<file path="src/rtl/tmr_pkg.sv">
package tmr_pkg;
  // Counting modes (control bits [1:0]); code 3 behaves as up/down
  localparam logic [1:0] MODE_UP   = 2'd0;
  localparam logic [1:0] MODE_DOWN = 2'd1;
  localparam logic [1:0] MODE_CTR  = 2'd2;

  // Config port addresses
  localparam logic [1:0] ADDR_CTRL = 2'd0;
  localparam logic [1:0] ADDR_PSC  = 2'd1;
  localparam logic [1:0] ADDR_ARR  = 2'd2;

  // Control word bit positions
  localparam int CTRL_ONESHOT = 2;
  localparam int CTRL_TRGSEL  = 3;
  localparam int CTRL_EN      = 4;
endpackage

</file>
<file path="src/rtl/tmr_cfg.sv">
module tmr_cfg #(
  parameter int CNT_W  = 16,
  parameter int PSC_W  = 16,
  parameter int DATA_W = 16
) (
  input  logic              clk,
  input  logic              rst,
  input  logic              we,
  input  logic [1:0]        addr,
  input  logic [DATA_W-1:0] wdata,
  input  logic              load_sh,
  output logic              en_set,
  output logic              en_clr,
  output logic [1:0]        mode_q,
  output logic [1:0]        mode_nx,
  output logic              oneshot_q,
  output logic              trg_sel_q,
  output logic              trg_sel_nx,
  output logic [CNT_W-1:0]  arr_pre,
  output logic [CNT_W-1:0]  arr_sh,
  output logic [PSC_W-1:0]  psc_sh
);
  import tmr_pkg::*;

  logic             wr_ctrl;
  logic [PSC_W-1:0] psc_pre;

  assign wr_ctrl    = we && (addr == ADDR_CTRL);
  assign en_set     = wr_ctrl && wdata[CTRL_EN];
  assign en_clr     = wr_ctrl && !wdata[CTRL_EN];
  assign mode_nx    = wr_ctrl ? wdata[1:0] : mode_q;
  assign trg_sel_nx = wr_ctrl ? wdata[CTRL_TRGSEL] : trg_sel_q;

  // Control fields and preload registers
  always_ff @(posedge clk) begin
    if (rst) begin
      mode_q    <= MODE_UP;
      oneshot_q <= 1'b0;
      trg_sel_q <= 1'b0;
      psc_pre   <= '0;
      arr_pre   <= '0;
    end else if (we) begin
      if (addr == ADDR_CTRL) begin
        mode_q    <= wdata[1:0];
        oneshot_q <= wdata[CTRL_ONESHOT];
        trg_sel_q <= wdata[CTRL_TRGSEL];
      end
      if (addr == ADDR_PSC) psc_pre <= wdata[PSC_W-1:0];
      if (addr == ADDR_ARR) arr_pre <= wdata[CNT_W-1:0];
    end
  end

  // Working copies, refreshed on update event or start
  always_ff @(posedge clk) begin
    if (rst) begin
      psc_sh <= '0;
      arr_sh <= '0;
    end else if (load_sh) begin
      psc_sh <= psc_pre;
      arr_sh <= arr_pre;
    end
  end
endmodule

</file>
<file path="src/rtl/tmr_prescaler.sv">
module tmr_prescaler #(
  parameter int PSC_W = 16
) (
  input  logic             clk,
  input  logic             rst,
  input  logic             run,
  input  logic             restart,
  input  logic [PSC_W-1:0] div,
  output logic             tick
);
  localparam logic [PSC_W-1:0] ONE = PSC_W'(1);

  logic [PSC_W-1:0] pcnt;

  assign tick = run && (pcnt == div);

  always_ff @(posedge clk) begin
    if (rst || restart) begin
      pcnt <= '0;
    end else if (run) begin
      pcnt <= tick ? '0 : pcnt + ONE;
    end
  end
endmodule

</file>
<file path="src/rtl/tmr_count_core.sv">
module tmr_count_core #(
  parameter int CNT_W = 16
) (
  input  logic             clk,
  input  logic             rst,
  input  logic             start,
  input  logic             tick,
  input  logic [1:0]       mode,
  input  logic [1:0]       start_mode,
  input  logic [CNT_W-1:0] arr_sh,
  input  logic [CNT_W-1:0] arr_pre,
  output logic [CNT_W-1:0] cnt,
  output logic             wrap
);
  import tmr_pkg::*;

  localparam logic [CNT_W-1:0] ONE = CNT_W'(1);

  logic             dir_dn;
  logic             dir_nx;
  logic [CNT_W-1:0] cnt_nx;

  always_comb begin
    cnt_nx = cnt;
    dir_nx = dir_dn;
    wrap   = 1'b0;
    case (mode)
      MODE_UP: begin
        if (cnt >= arr_sh) begin
          cnt_nx = '0;
          wrap   = 1'b1;
        end else begin
          cnt_nx = cnt + ONE;
        end
      end
      MODE_DOWN: begin
        if (cnt == '0) begin
          cnt_nx = arr_pre;
          wrap   = 1'b1;
        end else begin
          cnt_nx = cnt - ONE;
        end
      end
      default: begin
        if (!dir_dn) begin
          if (cnt >= arr_sh) begin
            wrap   = 1'b1;
            dir_nx = 1'b1;
            cnt_nx = (cnt == '0) ? '0 : cnt - ONE;
          end else begin
            cnt_nx = cnt + ONE;
          end
        end else begin
          if (cnt == '0) begin
            wrap   = 1'b1;
            dir_nx = 1'b0;
            cnt_nx = (arr_pre == '0) ? '0 : ONE;
          end else begin
            cnt_nx = cnt - ONE;
          end
        end
      end
    endcase
  end

  always_ff @(posedge clk) begin
    if (rst) begin
      cnt    <= '0;
      dir_dn <= 1'b0;
    end else if (start) begin
      cnt    <= (start_mode == MODE_DOWN) ? arr_pre : '0;
      dir_dn <= 1'b0;
    end else if (tick) begin
      cnt    <= cnt_nx;
      dir_dn <= dir_nx;
    end
  end
endmodule

</file>
<file path="src/rtl/tmr_timebase.sv">
module tmr_timebase #(
  parameter  int CNT_W  = 16,
  parameter  int PSC_W  = 16,
  localparam int DATA_W = (CNT_W > PSC_W) ? CNT_W : PSC_W
) (
  input  logic              clk,
  input  logic              rst,
  input  logic              cfg_we,
  input  logic [1:0]        cfg_addr,
  input  logic [DATA_W-1:0] cfg_wdata,
  input  logic              ext_start,
  output logic [CNT_W-1:0]  cnt_o,
  output logic              uev_o,
  output logic              trgo_o,
  output logic              run_o
);
  logic             en_set, en_clr;
  logic [1:0]       mode_q, mode_nx;
  logic             oneshot_q, trg_sel_q, trg_sel_nx;
  logic [CNT_W-1:0] arr_pre, arr_sh;
  logic [PSC_W-1:0] psc_sh;
  logic             run_q, start, tick, wrap, uev_evt, load_sh;

  assign start   = !run_q && !en_clr && (en_set || ext_start);
  assign uev_evt = tick && wrap;
  assign load_sh = start || uev_evt;

  tmr_cfg #(.CNT_W(CNT_W), .PSC_W(PSC_W), .DATA_W(DATA_W)) u_cfg (
    .clk        (clk),
    .rst        (rst),
    .we         (cfg_we),
    .addr       (cfg_addr),
    .wdata      (cfg_wdata),
    .load_sh    (load_sh),
    .en_set     (en_set),
    .en_clr     (en_clr),
    .mode_q     (mode_q),
    .mode_nx    (mode_nx),
    .oneshot_q  (oneshot_q),
    .trg_sel_q  (trg_sel_q),
    .trg_sel_nx (trg_sel_nx),
    .arr_pre    (arr_pre),
    .arr_sh     (arr_sh),
    .psc_sh     (psc_sh)
  );

  tmr_prescaler #(.PSC_W(PSC_W)) u_psc (
    .clk     (clk),
    .rst     (rst),
    .run     (run_q),
    .restart (start),
    .div     (psc_sh),
    .tick    (tick)
  );

  tmr_count_core #(.CNT_W(CNT_W)) u_core (
    .clk        (clk),
    .rst        (rst),
    .start      (start),
    .tick       (tick),
    .mode       (mode_q),
    .start_mode (mode_nx),
    .arr_sh     (arr_sh),
    .arr_pre    (arr_pre),
    .cnt        (cnt_o),
    .wrap       (wrap)
  );

  always_ff @(posedge clk) begin
    if (rst) begin
      run_q  <= 1'b0;
      uev_o  <= 1'b0;
      trgo_o <= 1'b0;
    end else begin
      if (en_clr)                       run_q <= 1'b0;
      else if (start)                   run_q <= 1'b1;
      else if (uev_evt && oneshot_q)    run_q <= 1'b0;
      uev_o  <= uev_evt;
      trgo_o <= trg_sel_nx ? start : uev_evt;
    end
  end

  assign run_o = run_q;
endmodule

</file>
<file path="config.mk">
export PLATFORM = sky130hd
export DESIGN_NAME = tmr_timebase
export DESIGN_NICKNAME = d
export VERILOG_FILES = /design/src/rtl/tmr_pkg.sv /design/src/rtl/tmr_cfg.sv /design/src/rtl/tmr_prescaler.sv /design/src/rtl/tmr_count_core.sv /design/src/rtl/tmr_timebase.sv
export SDC_FILE = /design/constraint.sdc
export NUM_CORES = 1
export LEC_CHECK = 0
export ABC_AREA = 1
export BUFFER_PORTS_ARGS = -buffer_cell sky130_fd_sc_hd__buf_2
export CORE_MARGIN = 1.5
export CORE_UTILIZATION = 55
export DETAILED_ROUTE_END_ITERATION = 6
export GPL_TIMING_DRIVEN = 0
export PLACE_DENSITY = 0.76
export SKIP_LAST_GASP = 1
export SLEW_MARGIN = 10
export SYNTH_ARGS = -nofsm -noshare
export SYNTH_HDL_FRONTEND = slang
export SYNTH_SLANG_ARGS = --single-unit
</file>
<file path="constraint.sdc">
create_clock -name clk -period 1.9 [get_ports clk]
set_clock_uncertainty 0.15 [all_clocks]
set_input_delay 0.38 -clock clk [delete_from_list [all_inputs] [get_ports clk]]
set_output_delay 0.38 -clock clk [all_outputs]
set_load 0.03 [all_outputs]
</file>
==> impl_metrics.tcl, run 1 <==
set metrics [dict create \
    cts.clk_slew.worst_paths_ns 0.11 \
    nets 1080 \
    grt_pass1_vias 5761 \
    dp_worst_setup_slack_ns -0.5534 \
    multi_input_area_um2 4161 \
    fill_cells 818 \
    worst_path_max_delay_cell "dfxtp_4" \
    ioPinCount 41 \
    cts_buffer_depth 2 \
    cap_violations 0 \
    slew_violations 0 \
    drc_errors 0 \
    cp.required_ns 2.05 \
    rows 38 \
    ys.flop_type "dfxtp_1" \
    grt_start_max_net_pins 21 \
    fin_ws_ns -0.3215 \
    cp.arrival_ns 2.37 \
    rsz0062_at_grt "yes" \
    status "finished, violations left" \
    synth_cell_types 41 \
    rr_endpoint "u_core.cnt[0]" \
    cts_buffers 9 \
    final_hold_viol_count 0 \
    hp-start "cfg_wdata[14]" \
    min_path_cells 3 \
    hpwl_mm 13.44 \
    slew_headroom 0.3458 \
    power_frac_seq 0.380 \
    ir_drop_uv 646.0 \
    critical_path_buf_inv_count 4 \
    slowest_delay_ns 0.39 \
    net-switching-power_w 0.002582 \
    synth-edff-count 0 \
    fin_crit_sh 1.169 \
    ant_nets 0 \
    ys_ff_latch 104 \
    wl_per_cell_um 17.13 \
    setup_viol 52 \
    postCtsHoldBufs 0 \
    wl_met2_mm 9.000 \
    rr_worst_depth 16 \
    combinationalPowerShare 0.381 \
    p_int_w 0.003945 \
    leakagePower_nw 3.557 \
    numPortBuffers 39 \
    regArea_um2 2163 \
    synth-async-reset-ratio 0 \
    powerDensity_nw_per_um2 797.8 \
    insertion_delay_ns 0.41 \
    timing.critical_path.mode_cell "nand2_1" \
    hold_class "in -> reg" \
    critical_path.cell_chain "inv_6, ha_4, nand4_1, nor2_2, nor2_1, nand2_1, nand2_2, nand2_4, inv_6, nand2_8, buf_12, inv_6, o21ai_2, nand2_1, nand2_1, nand2_1" \
    yosysWarnings 0 \
    synth_area_um2 6117 \
    grt_overflow 0 \
    core_area_um2 10840 \
    cp-start-kind "flop" \
    reg2reg_slack_ns -0.32 \
    cts-root-buf "clkbuf_8" \
    h-tree-depth 3 \
    viasPerCell 5.822 \
    synth_top_area_frac 0.3404 \
    min_to "u_cfg.psc_pre[14]" \
    dieArea_um2 11760 \
    gp_congestion 0.9631 \
    fin_util 0.7547 \
    synthToLayoutAreaGrowth_pct 33.75 \
    clkPwrFrac 0.239 \
    synth_top_area_cell "dfxtp_1" \
    switching_share 0.3956 \
    violations "negative setup slack" \
    drive_above_1_share 0.3049 \
    cts_sinks 104 \
    path_class "reg -> reg" \
    synth_area_leaders "dfxtp_1 (34%), nand2_1 (12%), a21oi_1 (8.9%)" \
    yosysSeqAreaShare 0.3404 \
    synth.avg_cell_area_um2 6.494 \
    crit_family "simple AND/OR/NAND/NOR gates" \
    drt_wl_total_mm 20.26 \
    grt_usage 0.3274 \
    vias 6887 \
    fin_crit_ns 2.221 \
    dpl.cell_count 1121 \
    antenna_found_initial 0 \
    fp.dieW_um 108.5 \
    cts_tree "yes" \
    die_y_um 108.5 \
    syn_inst 942 \
    initial_core_util 0.5643 \
    post_layout_nonfiller_instances 1183 \
    wl_met1_mm 8.552 \
    power.total_w 0.006527 \
    r2r-start "u_core.cnt[0]" \
    max_freq_ghz 0.4502 \
    synthesis.nets 984 \
    drt_iter0_drc 797 \
    top_layer "met4" \
    critPathCaptureType "flop" \
    cp_max_fo 5 \
    antenna_cells 0 \
    grt_pass1_wl_mm 29.24 \
    tightest_slew_ns 0.9812 \
    firstDrtPassIters 7 \
    met3_wirelength_mm 2.135 \
]
## kinds of logic (layout without fill, tap and decap cells)
group / count (synthesis) / after routing / share of synthesized area
simple gates: 444 / 447 / 0.3187
compound gates: 181 / 181 / 0.1536
buf+inv: 172 / 270 / 0.1162
flops: 104 / 104 / 0.3404
fa+ha+maj: 20 / 20 / 0.04091
xor+xnor: 20 / 20 / 0.02864
mux: 1 / 1 / 0.001636
## metrics by stage
stage | hold slack [ns] | TNS [ns] | area, µm²
2_1_floorplan | 0.2734 | -1.079 | 6381
6_report | 0.1119 | -12.77 | 8182
3_5_place_dp | 0.2850 | -26.55 | 6751
5_1_grt | 0.1204 | -18.19 | 8182
4_1_cts | 0.1013 | -7.471 | 7455
3_3_place_gp | 0.2815 | -25.06 | 6751
## layout make-up
class                   instances  share of cell area
clock inverters                 7             0.01162
plain buffers                  41             0.03410
repair buffers                 83             0.08044
inverters                     129             0.06316
well taps                     140             0.02141
clock buffers                   9             0.01514
flip-flops and latches        104              0.2644
repair inverters                1            0.001070
multi-input cells             669              0.5086
## flip-flops by register name (all words and copies together), names as in the netlist
name	count
u_cfg.psc_pre	16
u_cfg.oneshot_q	1
u_core.dir_dn	1
u_cfg.trg_sel_q	1
u_core.cnt	16
u_psc.pcnt	16
u_cfg.mode_q	2
uev_o	1
u_cfg.psc_sh	16
u_cfg.arr_pre	16
trgo_o	1
u_cfg.arr_sh	16
run_o	1
## Yosys cell counts (2+ instances only)
cell type / instances
ha_1: 20
inv_2: 7
nand2_2: 2
buf_6: 4
nor2_1: 106
a211oi_1: 2
xor2_1: 14
o21ai_0: 60
nand2_1: 191
nor4_1: 7
nor3_1: 16
buf_2: 16
nand3_1: 86
a21oi_1: 109
nand3_2: 2
o211ai_1: 3
clkbuf_1: 18
nor2_2: 3
nand3b_1: 9
or2_2: 2
dfxtp_1: 104
xnor2_1: 6
buf_4: 4
nand4_1: 12
o21a_1: 2
inv_1: 121
nor3b_1: 2
## worst max-delay path by stage
stage	startpoint	end	slack, ns	depth (start not counted)
after floorplan	u_core.cnt[6]	u_cfg.arr_sh[0]	-0.04	15
final	u_core.cnt[0]	u_core.cnt[0]	-0.32	16
after detailed placement	cfg_addr[0]	u_psc.pcnt[2]	-0.55	11
after global placement	cfg_addr[0]	u_psc.pcnt[12]	-0.56	11
after CTS	u_cfg.arr_sh[5]	u_cfg.arr_sh[4]	-0.19	16
after global routing	u_core.cnt[5]	u_core.cnt[3]	-0.44	12
## tightest hold or removal path: stages
cell	delay, ns
buf_2	0.08
o21ai_0	0.07
a21oi_1	0.10
## layout by cell type, fill, tap and decap left out, types with 8 or more instances in the layout
cell type,synthesis,final
dfxtp_2,0,17
buf_4,4,36
o21ai_0,60,50
a21oi_4,0,10
nand3_1,86,58
a21oi_1,109,74
nand2_1,191,174
inv_1,121,106
dfxtp_4,0,16
clkbuf_8,0,9
nand3_2,2,24
xor2_1,14,14
clkbuf_1,18,17
a21oi_2,0,25
ha_4,0,14
nor2_1,106,91
buf_6,4,8
buf_2,16,47
nor3_1,16,11
nor2_2,3,14
nand4_1,12,12
dfxtp_1,104,71
nand2_4,1,8
nand2_2,2,12
nand3b_1,9,9
inv_2,7,18
## metal layers
layer  GRT usage  vias up
met5           0        -
met4      0.1137        0
met3     0.05124       73
met2      0.4991      421
met1      0.4679     3123
li1            -     3270
## repair_timing
item / CTS / global route
resized for setup: 97 / 112
pin swaps: 17 / 42
cloned: 2 / 6
hold endpoints to repair: 0 / 0
setup endpoints to repair: 65 / 74
setup buffers: 22 / 19
## power groups by stage
stage,Combinational (W),Clock [W],Sequential [W]
after global routing,0.00268,0.00164,0.00249
after detailed placement,0.00166,0,0.00251
after global placement,0.00165,0,0.00251
after CTS,0.00203,0.00157,0.00247
final,0.00249,0.00156,0.00248
after floorplan,0.00120,0,0.00254
(Power assumes the default switching activity.)
==> run 2, diff against run 1 <==
CELL_PAD_IN_SITES_DETAIL_PLACEMENT = 0   (was default)
CELL_PAD_IN_SITES_GLOBAL_PLACEMENT = 1   (was default)
CORE_UTILIZATION = 39   (was 55)
GPL_ROUTABILITY_DRIVEN = 0   (was default)
==> impl_metrics.tcl, run 2 (same netlist as run 1, synthesis figures left out) <==
set metrics [dict create \
    core_area_um2 15260 \
    design_area_um2 8005 \
    vias 6350 \
    slew_headroom 0.5518 \
    dpl.cell_count 1192 \
    tightest_slew_ns 0.6722 \
    rr_endpoint "u_cfg.psc_sh[3]" \
    cts_buffers 9 \
    fin_ws_ns -0.2653 \
    drive_above_1_share 0.2587 \
    placed_cell_area_um2 6840 \
    grt_overflow 0 \
    drc_errors 0 \
    critPathCaptureType "flop" \
    fp.dieW_um 128.2 \
    cp-start-kind "flop" \
    critical_path_buf_inv_count 4 \
    post_layout_nonfiller_instances 1243 \
    insertion_delay_ns 0.36 \
    hold_ws_ns 0.1658 \
    initial_core_util 0.4009 \
    max_freq_ghz 0.4618 \
    leakagePower_nw 3.462 \
    cp.arrival_ns 2.27 \
    cp.required_ns 2.00 \
    ant_nets 0 \
    path_class "reg -> reg" \
    hold_class "in -> reg" \
    layout_commonest_cell "nand2_1" \
    dieArea_um2 16450 \
    regArea_um2 2162 \
    grt_start_max_net_pins 21 \
    min_path_cells 3 \
    critical_path.cell_chain "inv_4, ha_1, nand3_1, nor2_1, nand2_2, inv_2, nor2_1, nor2_4, buf_12, nand2_8, buf_6, nand3_1, nand2_1, nor2_1" \
    setup_viol 51 \
    rr_worst_depth 14 \
    cts.clk_slew.worst_paths_ns 0.08 \
    firstDrtPassIters 5 \
    fin_crit_ns 2.165 \
    violations "negative setup slack" \
    cts-root-buf "clkbuf_16" \
    r2r-start "u_core.cnt[0]" \
    multi_input_area_um2 3911 \
    grt_pass1_wl_mm 32.00 \
    grt_usage 0.2544 \
    h-tree-depth 3 \
    drt_wl_total_mm 20.47 \
    hpwl_mm 15.02 \
    status "finished, violations left" \
    reg2reg_slack_ns -0.27 \
    antenna_cells 0 \
    wl_per_cell_um 16.47 \
    fin_crit_sh 1.140 \
    cts_tree "yes" \
    min_to "u_cfg.psc_pre[10]" \
    slew_violations 0 \
    antenna_found_initial 0 \
    final_hold_viol_count 0 \
    hp-start "cfg_wdata[10]" \
    synthToLayoutAreaGrowth_pct 30.87 \
    grt_pass1_vias 5851 \
    nets 1069 \
    cts_sinks 104 \
    drt_iter0_drc 377 \
    ir_drop_uv 485.2 \
    slowest_delay_ns 0.38 \
    postCtsHoldBufs 0 \
    worst_path_max_delay_cell "dfxtp_4" \
    cap_violations 0 \
    numPortBuffers 39 \
    rows 45 \
    timing.critical_path.mode_cell "nor2_1" \
    cp-startpoint "u_core.cnt[0]" \
    powerDensity_nw_per_um2 816.9 \
    cts_buffer_depth 2 \
    layout_common_cells "nand2_1 (180), inv_1 (109), a21oi_1 (87), nor2_1 (86)" \
    rsz0062_at_grt "yes" \
    die_y_um 128.2 \
    viasPerCell 5.109 \
    power.total_w 0.006539 \
    cp_max_fo 10 \
    crit_family "simple AND/OR/NAND/NOR gates" \
    fill_cells 1542 \
    ioPinCount 41 \
]
run 2: changes by cell type in the layout (fill, tap and decap cells not counted), sizes merged:
cell and change:
buf -9, clkinv +2, inv -2, bufinv -1
nand2 -1
run 2: worst max path at each step:
stage,to,slack [ns],depth (start not counted)
finish,u_cfg.psc_sh[3],-0.27,14
global route,u_core.cnt[1],-0.39,16
CTS,u_cfg.psc_sh[3],-0.24,12
detailed placement,u_psc.pcnt[2],-0.69,11
global placement,u_psc.pcnt[12],-0.68,11
floorplan,u_cfg.arr_sh[0],-0.04,15
run 2: final cells by class:
type / count / share of cell area
flip-flops and latches: 104 / 0.2701
clock buffers: 9 / 0.02813
clock inverters: 7 / 0.009378
inverters: 129 / 0.06330
multi-input cells: 668 / 0.4886
plain buffers: 42 / 0.03595
well taps: 211 / 0.03298
repair buffers: 73 / 0.07158
run 2: worst register-to-register path, delay by kind of cell (launching register included):
family	cells	cell delay (ns)
DFF	1	0.38
adders and majority gates	1	0.20
and+or+nand+nor	9	0.91
buffers and inverters	4	0.43
run 2: metrics by stage:
stage          TNS, ns  utilization  setup WS (ns)
3_3_place_gp    -34.18       0.4483        -0.6803
6_report        -10.67       0.5246        -0.2653
5_1_grt         -18.35       0.5246        -0.3879
3_5_place_dp    -34.33       0.4483        -0.6916
2_1_floorplan   -1.079            -       -0.03546
4_1_cts         -9.192       0.4986        -0.2403
run 2: per-layer routing:
layer  wire (µm)  share of wire  up-vias  track usage
met5           0              0        -            0
met4         445          0.022        0      0.07336
met3        1118          0.055       33      0.04716
met2        8833           0.43      168       0.3827
met1       10080           0.49     2909       0.3692
li1            -              -     3240            -
run 2: repair_timing:
action                                  CTS  global route
pin swaps                                 9            14
buffers inserted                         18            11
gates cloned                              4             3
endpoints found under the setup margin   65            82
gates resized for setup                  94            61
run 2: where the power goes:
group          total [W]  internal, W  switching (W)
sequential       0.00247      0.00233       0.000148
combinational    0.00217     0.000828        0.00134
clock            0.00190     0.000935       0.000961
